`src/rtl/hzd_pkg.sv`:
```
package hzd_pkg;

    parameter int IDX_W = 5;
    parameter int NUM_OPND = 2;

    typedef logic [IDX_W-1:0] reg_idx_t;

    typedef enum logic [1:0] {
        SRC_REGFILE = 2'b00,
        SRC_WB      = 2'b01,
        SRC_MEM     = 2'b10
    } opnd_src_e;

    typedef struct packed {
        reg_idx_t idx;
        logic     wr;
    } producer_t;

    // True when producer p will write register r (index 0 is never written)
    function automatic logic writes_to(producer_t p, reg_idx_t r);
        return p.wr && (p.idx != '0) && (p.idx == r);
    endfunction

endpackage

```
`src/rtl/hzd_fwd_mux.sv`:
```
module hzd_fwd_mux
    import hzd_pkg::*;
(
    input  logic      clk,
    input  logic      rst,
    input  reg_idx_t  src,
    input  producer_t mem_p,
    input  producer_t wb_p,
    output opnd_src_e sel
);

    logic mem_hit;
    logic wb_hit;

    always_comb begin
        mem_hit = writes_to(mem_p, src);
        wb_hit  = writes_to(wb_p, src);
        if (rst)          sel = SRC_REGFILE;
        else if (mem_hit) sel = SRC_MEM;
        else if (wb_hit)  sel = SRC_WB;
        else              sel = SRC_REGFILE;
    end

    // youngest producer wins
    a_r3_mem_priority: assert property (@(posedge clk) disable iff (rst)
        (mem_p.wr && mem_p.idx == src && src != '0) |-> sel == SRC_MEM);

    // index 0 never bypassed
    a_r5_zero_no_fwd: assert property (@(posedge clk) disable iff (rst)
        (src == '0) |-> sel == SRC_REGFILE);

    // no enabled writer, no bypass
    a_r6_need_wr_en: assert property (@(posedge clk) disable iff (rst)
        (!mem_p.wr && !wb_p.wr) |-> sel == SRC_REGFILE);

endmodule

```
`src/rtl/hzd_load_use.sv`:
```
module hzd_load_use
    import hzd_pkg::*;
(
    input  logic      clk,
    input  logic      rst,
    input  producer_t ex_p,
    input  logic      ex_is_load,
    input  reg_idx_t  id_src [NUM_OPND],
    output logic      stall
);

    logic [NUM_OPND-1:0] dep;

    for (genvar g = 0; g < NUM_OPND; g++) begin : g_dep
        assign dep[g] = writes_to(ex_p, id_src[g]);
    end

    assign stall = !rst && ex_is_load && (|dep);

    // ALU producers never stall
    a_r8_load_only: assert property (@(posedge clk) disable iff (rst)
        !ex_is_load |-> !stall);

    // a load to index 0 never stalls
    a_r5_zero_no_stall: assert property (@(posedge clk) disable iff (rst)
        (ex_p.idx == '0) |-> !stall);

endmodule

```
`src/rtl/hzd_unit.sv`:
```
module hzd_unit
    import hzd_pkg::*;
(
    input  logic             clk,
    input  logic             rst,
    input  logic [IDX_W-1:0] id_rs,
    input  logic [IDX_W-1:0] id_rt,
    input  logic [IDX_W-1:0] ex_rs,
    input  logic [IDX_W-1:0] ex_rt,
    input  logic [IDX_W-1:0] ex_rd,
    input  logic             ex_wr_en,
    input  logic             ex_is_load,
    input  logic [IDX_W-1:0] mem_rd,
    input  logic             mem_wr_en,
    input  logic [IDX_W-1:0] wb_rd,
    input  logic             wb_wr_en,
    output logic [1:0]       fwd_a,
    output logic [1:0]       fwd_b,
    output logic             hold_fetch,
    output logic             bubble_ex
);

    producer_t ex_p, mem_p, wb_p;
    reg_idx_t  ex_src [NUM_OPND];
    reg_idx_t  id_src [NUM_OPND];
    opnd_src_e sel    [NUM_OPND];
    logic      stall;

    assign ex_p  = '{idx: ex_rd,  wr: ex_wr_en};
    assign mem_p = '{idx: mem_rd, wr: mem_wr_en};
    assign wb_p  = '{idx: wb_rd,  wr: wb_wr_en};

    assign ex_src[0] = ex_rs;
    assign ex_src[1] = ex_rt;
    assign id_src[0] = id_rs;
    assign id_src[1] = id_rt;

    for (genvar g = 0; g < NUM_OPND; g++) begin : g_opnd
        hzd_fwd_mux u_mux (
            .clk   (clk),
            .rst   (rst),
            .src   (ex_src[g]),
            .mem_p (mem_p),
            .wb_p  (wb_p),
            .sel   (sel[g])
        );
    end

    hzd_load_use u_lu (
        .clk        (clk),
        .rst        (rst),
        .ex_p       (ex_p),
        .ex_is_load (ex_is_load),
        .id_src     (id_src),
        .stall      (stall)
    );

    assign fwd_a      = sel[0];
    assign fwd_b      = sel[1];
    assign hold_fetch = stall;
    assign bubble_ex  = stall;

    // hold and bubble move together
    a_r8_hold_bubble_pair: assert property (@(posedge clk) disable iff (rst)
        hold_fetch == bubble_ex);

    // a load-use pair on the first source must stall
    a_r7_stall_on_rs: assert property (@(posedge clk) disable iff (rst)
        (ex_is_load && ex_wr_en && ex_rd != '0 && ex_rd == id_rs) |-> hold_fetch);

    // idle outputs under reset
    always_comb begin
        if (rst) a_r10_reset_idle: assert (fwd_a == 2'b00 && fwd_b == 2'b00 && !bubble_ex);
    end

endmodule

```
`config.mk`:
```
export PLATFORM = sky130hd
export DESIGN_NAME = hzd_unit
export DESIGN_NICKNAME = d
export VERILOG_FILES = /design/src/rtl/hzd_pkg.sv /design/src/rtl/hzd_fwd_mux.sv /design/src/rtl/hzd_load_use.sv /design/src/rtl/hzd_unit.sv
export SDC_FILE = /design/constraint.sdc
export NUM_CORES = 1
export LEC_CHECK = 0
export CAP_MARGIN = 20
export CORE_UTILIZATION = 32
export DETAILED_ROUTE_END_ITERATION = 8
export GPL_ROUTABILITY_DRIVEN = 0
export GPL_TIMING_DRIVEN = 0
export PLACE_DENSITY = 0.95
export SLEW_MARGIN = 20
export SYNTH_ARGS = -nofsm -noshare
export SYNTH_HDL_FRONTEND = slang
export SYNTH_SLANG_ARGS = --single-unit
```
`constraint.sdc`:
```
create_clock -name vclk -period 2.17
set_input_delay 0.3255 -clock vclk [all_inputs]
set_output_delay 0.3255 -clock vclk [all_outputs]
set_load 0.005 [all_outputs]
```
[Word level (Yosys, flattened, before mapping)]
Cells that the tools add are included.
Storage, ports and cells
  output and inout port bits: 6
  latch bits: 0
  memory bits (writable): 0
  logic and storage cells: 28
  memories kept: 0
  ROM bits: 0
  register bits: 0
Cells by class
  div/mod/pow operators: 0
  multipliers: 0
  eq/ne operators: 6
  reductions and logical operators: 16
  bitwise logic cells: 0
  $lt $le $gt $ge: 0
  add/subtract/negate cells: 0
  muxes and demuxes: 6
  shift-type cells: 0
Operator list (count)
  5-bit == test: 6
  5-bit nonzero test: 3
  1-bit logical AND: 11
  2-bit 2-to-1 mux: 4
  1-bit 2-to-1 mux: 2
  2-bit OR reduction: 1
  1-bit logical NOT: 1

[Longest topological paths before layout]
  depth after elaboration: 6
  mapped depth: 5

[Cells and area by module]
From an unflattened synthesis, not the netlist that was laid out.
Second synthesis, totals
  cell total of the unflattened synthesis: 61
  area total of the unflattened synthesis: 483.0 sq um
Modules (own cells, without submodules)
  hzd_fwd_mux: times used 2, cells an instance 21, sequential area each 0.0 sq um, area each 171.4 sq um
  hzd_load_use: times used 1, cells an instance 18, sequential area each 0.0 sq um, area each 132.6 sq um
  hzd_unit: times used 1, cells an instance 1, sequential area each 0.0 sq um, area each 7.5 sq um

[Least setup slack after synthesis]
Ideal clock, no wire load.
  kind: input -> output
  start: input port mem_rd[0]
  end: output port fwd_a[0]
  data arrival time: 1.394 ns
  path slack: 0.450 ns
  buffers on the path: 0
  stages on the path: 4
  cells stage by stage: or4_1 o21ai_2 nor3_1 nor4_2
Between the ends
  word-level cells in the longest chain between the ends: 5
  elaborated cells between the ends (all ways): 6
  classes of those cells: eq/ne (1); mux (2); reduce/logical (3)
Ends and longest elaborated chain
  start: declaration: RTL line hzd_unit.sv:13  | input logic [IDX_W-1:0] mem_rd,
  5-bit nonzero test: RTL line hzd_pkg.sv:21  | return p.wr && (p.idx != '0) && (p.idx == r);
  1-bit logical AND: RTL line hzd_pkg.sv:21
  1-bit logical AND *: RTL line hzd_pkg.sv:21
  2-bit 2-to-1 mux *: RTL line hzd_fwd_mux.sv:19  | else if (mem_hit) sel = SRC_MEM;
  2-bit 2-to-1 mux *: RTL line hzd_fwd_mux.sv:18  | if (rst) sel = SRC_REGFILE;
  end: declaration: RTL line hzd_unit.sv:17  | output logic [1:0] fwd_a,
Mark *: on every way between the ends. The rest lies on a longest branch, timed or not.

[Final worst setup path]
  start: input port wb_rd[1]
  end: output port fwd_a[0]
Between the ends
  word-level cells in the longest chain between the ends: 6
  elaborated cells between the ends (all ways): 7
  classes of those cells: eq/ne (1); mux (3); reduce/logical (3)
Ends and longest elaborated chain
  start: declaration: RTL line hzd_unit.sv:15  | input logic [IDX_W-1:0] wb_rd,
  5-bit nonzero test: RTL line hzd_pkg.sv:21
  1-bit logical AND: RTL line hzd_pkg.sv:21
  1-bit logical AND *: RTL line hzd_pkg.sv:21
  1-bit 2-to-1 mux *: RTL line hzd_fwd_mux.sv:20  | else if (wb_hit) sel = SRC_WB;
  2-bit 2-to-1 mux *: RTL line hzd_fwd_mux.sv:19
  2-bit 2-to-1 mux *: RTL line hzd_fwd_mux.sv:18
Marks and branches as above.

==> run metrics <==
DRT iter0 DRCs 5; final-report hold violation count 0; count of cell types in the netlist 14; cell taking the most area after synthesis xor2_1; max-slew violations 0; fin nets 145; port buffer count between 40 and 50; total power approximately 0.00016 W; Core Rows 12; initial antenna violation count 0; Via density a little over 5; via count 594; total of max-cap violations 0; Tot GR Track Use 0.2012; Area contributors post-synth xor2_1, xnor2_1, or4_1, nor4_2, nand3_1; I/O pin count 47; clock buffers 0; hpwl dp 1365 µm; Ys Warns 0; slowest cell delay on critical path about 0.55 ns; fmax ~0.47 GHz; sequential-to-total area share from yosys stat 0; setup violators final 0; Slew HR 0.7776; gr ovfl total 0; Critical Path Sink Type output pin; Hold Slack ~1.1 ns; worst hold path type input pin to output pin; cells after synthesis 55; Initial Util 0.3643; RSZ-0062 raised after global routing no; Hold Buf Count CTS 0; area growth from synthesis to layout 121.7%; most frequent cells in the layout clkdlybuf4s50_1, xor2_1, xnor2_1; Slew @ Worst Pin around 0.33 ns; Die X 38.52 µm; DIE AREA about 0.0015 mm²; CP most frequent cell or4_1; Layout fillers roughly 80; vias in the first global route 594; Layout Cells excl Fill around 120; core outline area between 0.001 and 0.0015 mm²; CP arrival approximately 1.8 ns; share of layout cells above drive strength 1 0.1275; Cell Chain, Critical Path clkdlybuf4s15_1, or4_1, o211ai_1, or4_1, nor4_2, buf_2; hold depth 3; ANT nets after route 0; status finished, final reports clean; Pwr Density between 150 and 200 mW/mm²; Register Area 0 µm²; WL final between 1500 and 2000 µm; Synth Area per Inst between 7 and 8 µm²; Hold Path Origin rst; Netlist Area Pre-Place 426.7 µm²; Hold Path End fwd_a[1]; drt drc 0; seq_cells 0; min Tclk post-route about 2.1 ns; Avg WL per Cell between 10 and 15 µm; Crit Path Class input pin to output pin; P_leak 0.4255 nW; Crit Path Max Fanout 3; Multi-input gate area about 460 µm²; setup TNS 0 ns; commonest non-fill, non-tap cell in the layout clkdlybuf4s50_1; placed cell count 115; global-route wire length before repair ~2100 µm; period utilization 0.9874; die height roughly 39 µm; net count after synthesis 96; First-pass DRT Iterations 4; Max VDD drop between 100 and 150 µV; Worst Path Required 1.84 ns; largest net degree at the start of global routing 4; slowest cell on the critical path or4_1; ant diodes 0; Yosys top cell area share 0.3284; CP startpoint kind input pin
what timing repair did:
item / in CTS / in global routing
resized for setup: 30 / 15
endpoints found under the hold margin: 0 / 0
endpoints found under the setup margin: 6 / 3
pin swaps: 6 / 4
buffers inserted: 1 / 0
layout make-up:
class                           count  share of cell area
Buffer                              1            0.007937
Multi-Input combinational cell     53              0.4815
Inverter                            1            0.003968
Tap cell                           14             0.01852
Timing Repair Buffer               47              0.4881
worst max-delay path: cells and delay by family:
family / cells / cell delay, ns
compound gates: 1 / 0.09
buf+inv: 2 / 0.40
simple gates: 3 / 1.00
how the worst max path moves through the flow:
stage | slack [ns] | cells past startpoint | to | startpoint
after CTS | -0.13 | 6 | fwd_a[0] | mem_rd[4]
after floorplan | 0.45 | 4 | fwd_a[0] | mem_rd[0]
after global placement | -0.63 | 6 | fwd_b[0] | mem_rd[0]
after global routing | 0.004 | 6 | fwd_b[1] | mem_rd[4]
after detailed placement | -0.69 | 6 | fwd_a[0] | mem_rd[0]
final | 0.03 | 6 | fwd_a[0] | wb_rd[1]
routing by layer:
layer / wire, µm / up-vias / GRT usage
li1: - / 291 / -
met1: 590 / 251 / 0.1404
met2: 733 / 50 / 0.4250
met3: 290 / 2 / 0.1105
met4: 21 / 0 / 0.06034
met5: 0 / - / 0
where the power goes:
group	switching, W	internal, W
Combinational	0.0000656	0.0000929
Sequential	0	0
Clock	0	0
Total	0.0000656	0.0000929
cell usage after synthesis:
| cell | instances |
|---|---|
| nand3_1 | 4 |
| nand2_1 | 2 |
| a21oi_1 | 1 |
| xor2_1 | 16 |
| o2111ai_1 | 1 |
| or4_1 | 5 |
| nor4_1 | 2 |
| buf_4 | 1 |
| inv_1 | 1 |
| xnor2_1 | 14 |
| nor4_2 | 2 |
| nor3_1 | 4 |
| o211ai_1 | 1 |
| o21ai_2 | 1 |
through the flow:
step	setup slack (ns)	area, µm²	util
floorplan	0.4503	426.7	-
global placement	-0.6258	904.6	0.7724
detailed placement	-0.6873	904.6	0.7724
CTS	-0.1272	918.4	0.7842
global route	0.003985	945.9	0.8077
finish	0.02744	945.9	0.8077
logic make-up after synthesis:
family          count (synthesis)  synth area share
xor+xnor                       30            0.6158
simple gates                   19            0.2874
compound gates                  4           0.07038
buf+inv                         2           0.02639
No activity file was read; power rests on OpenSTA's default activity.
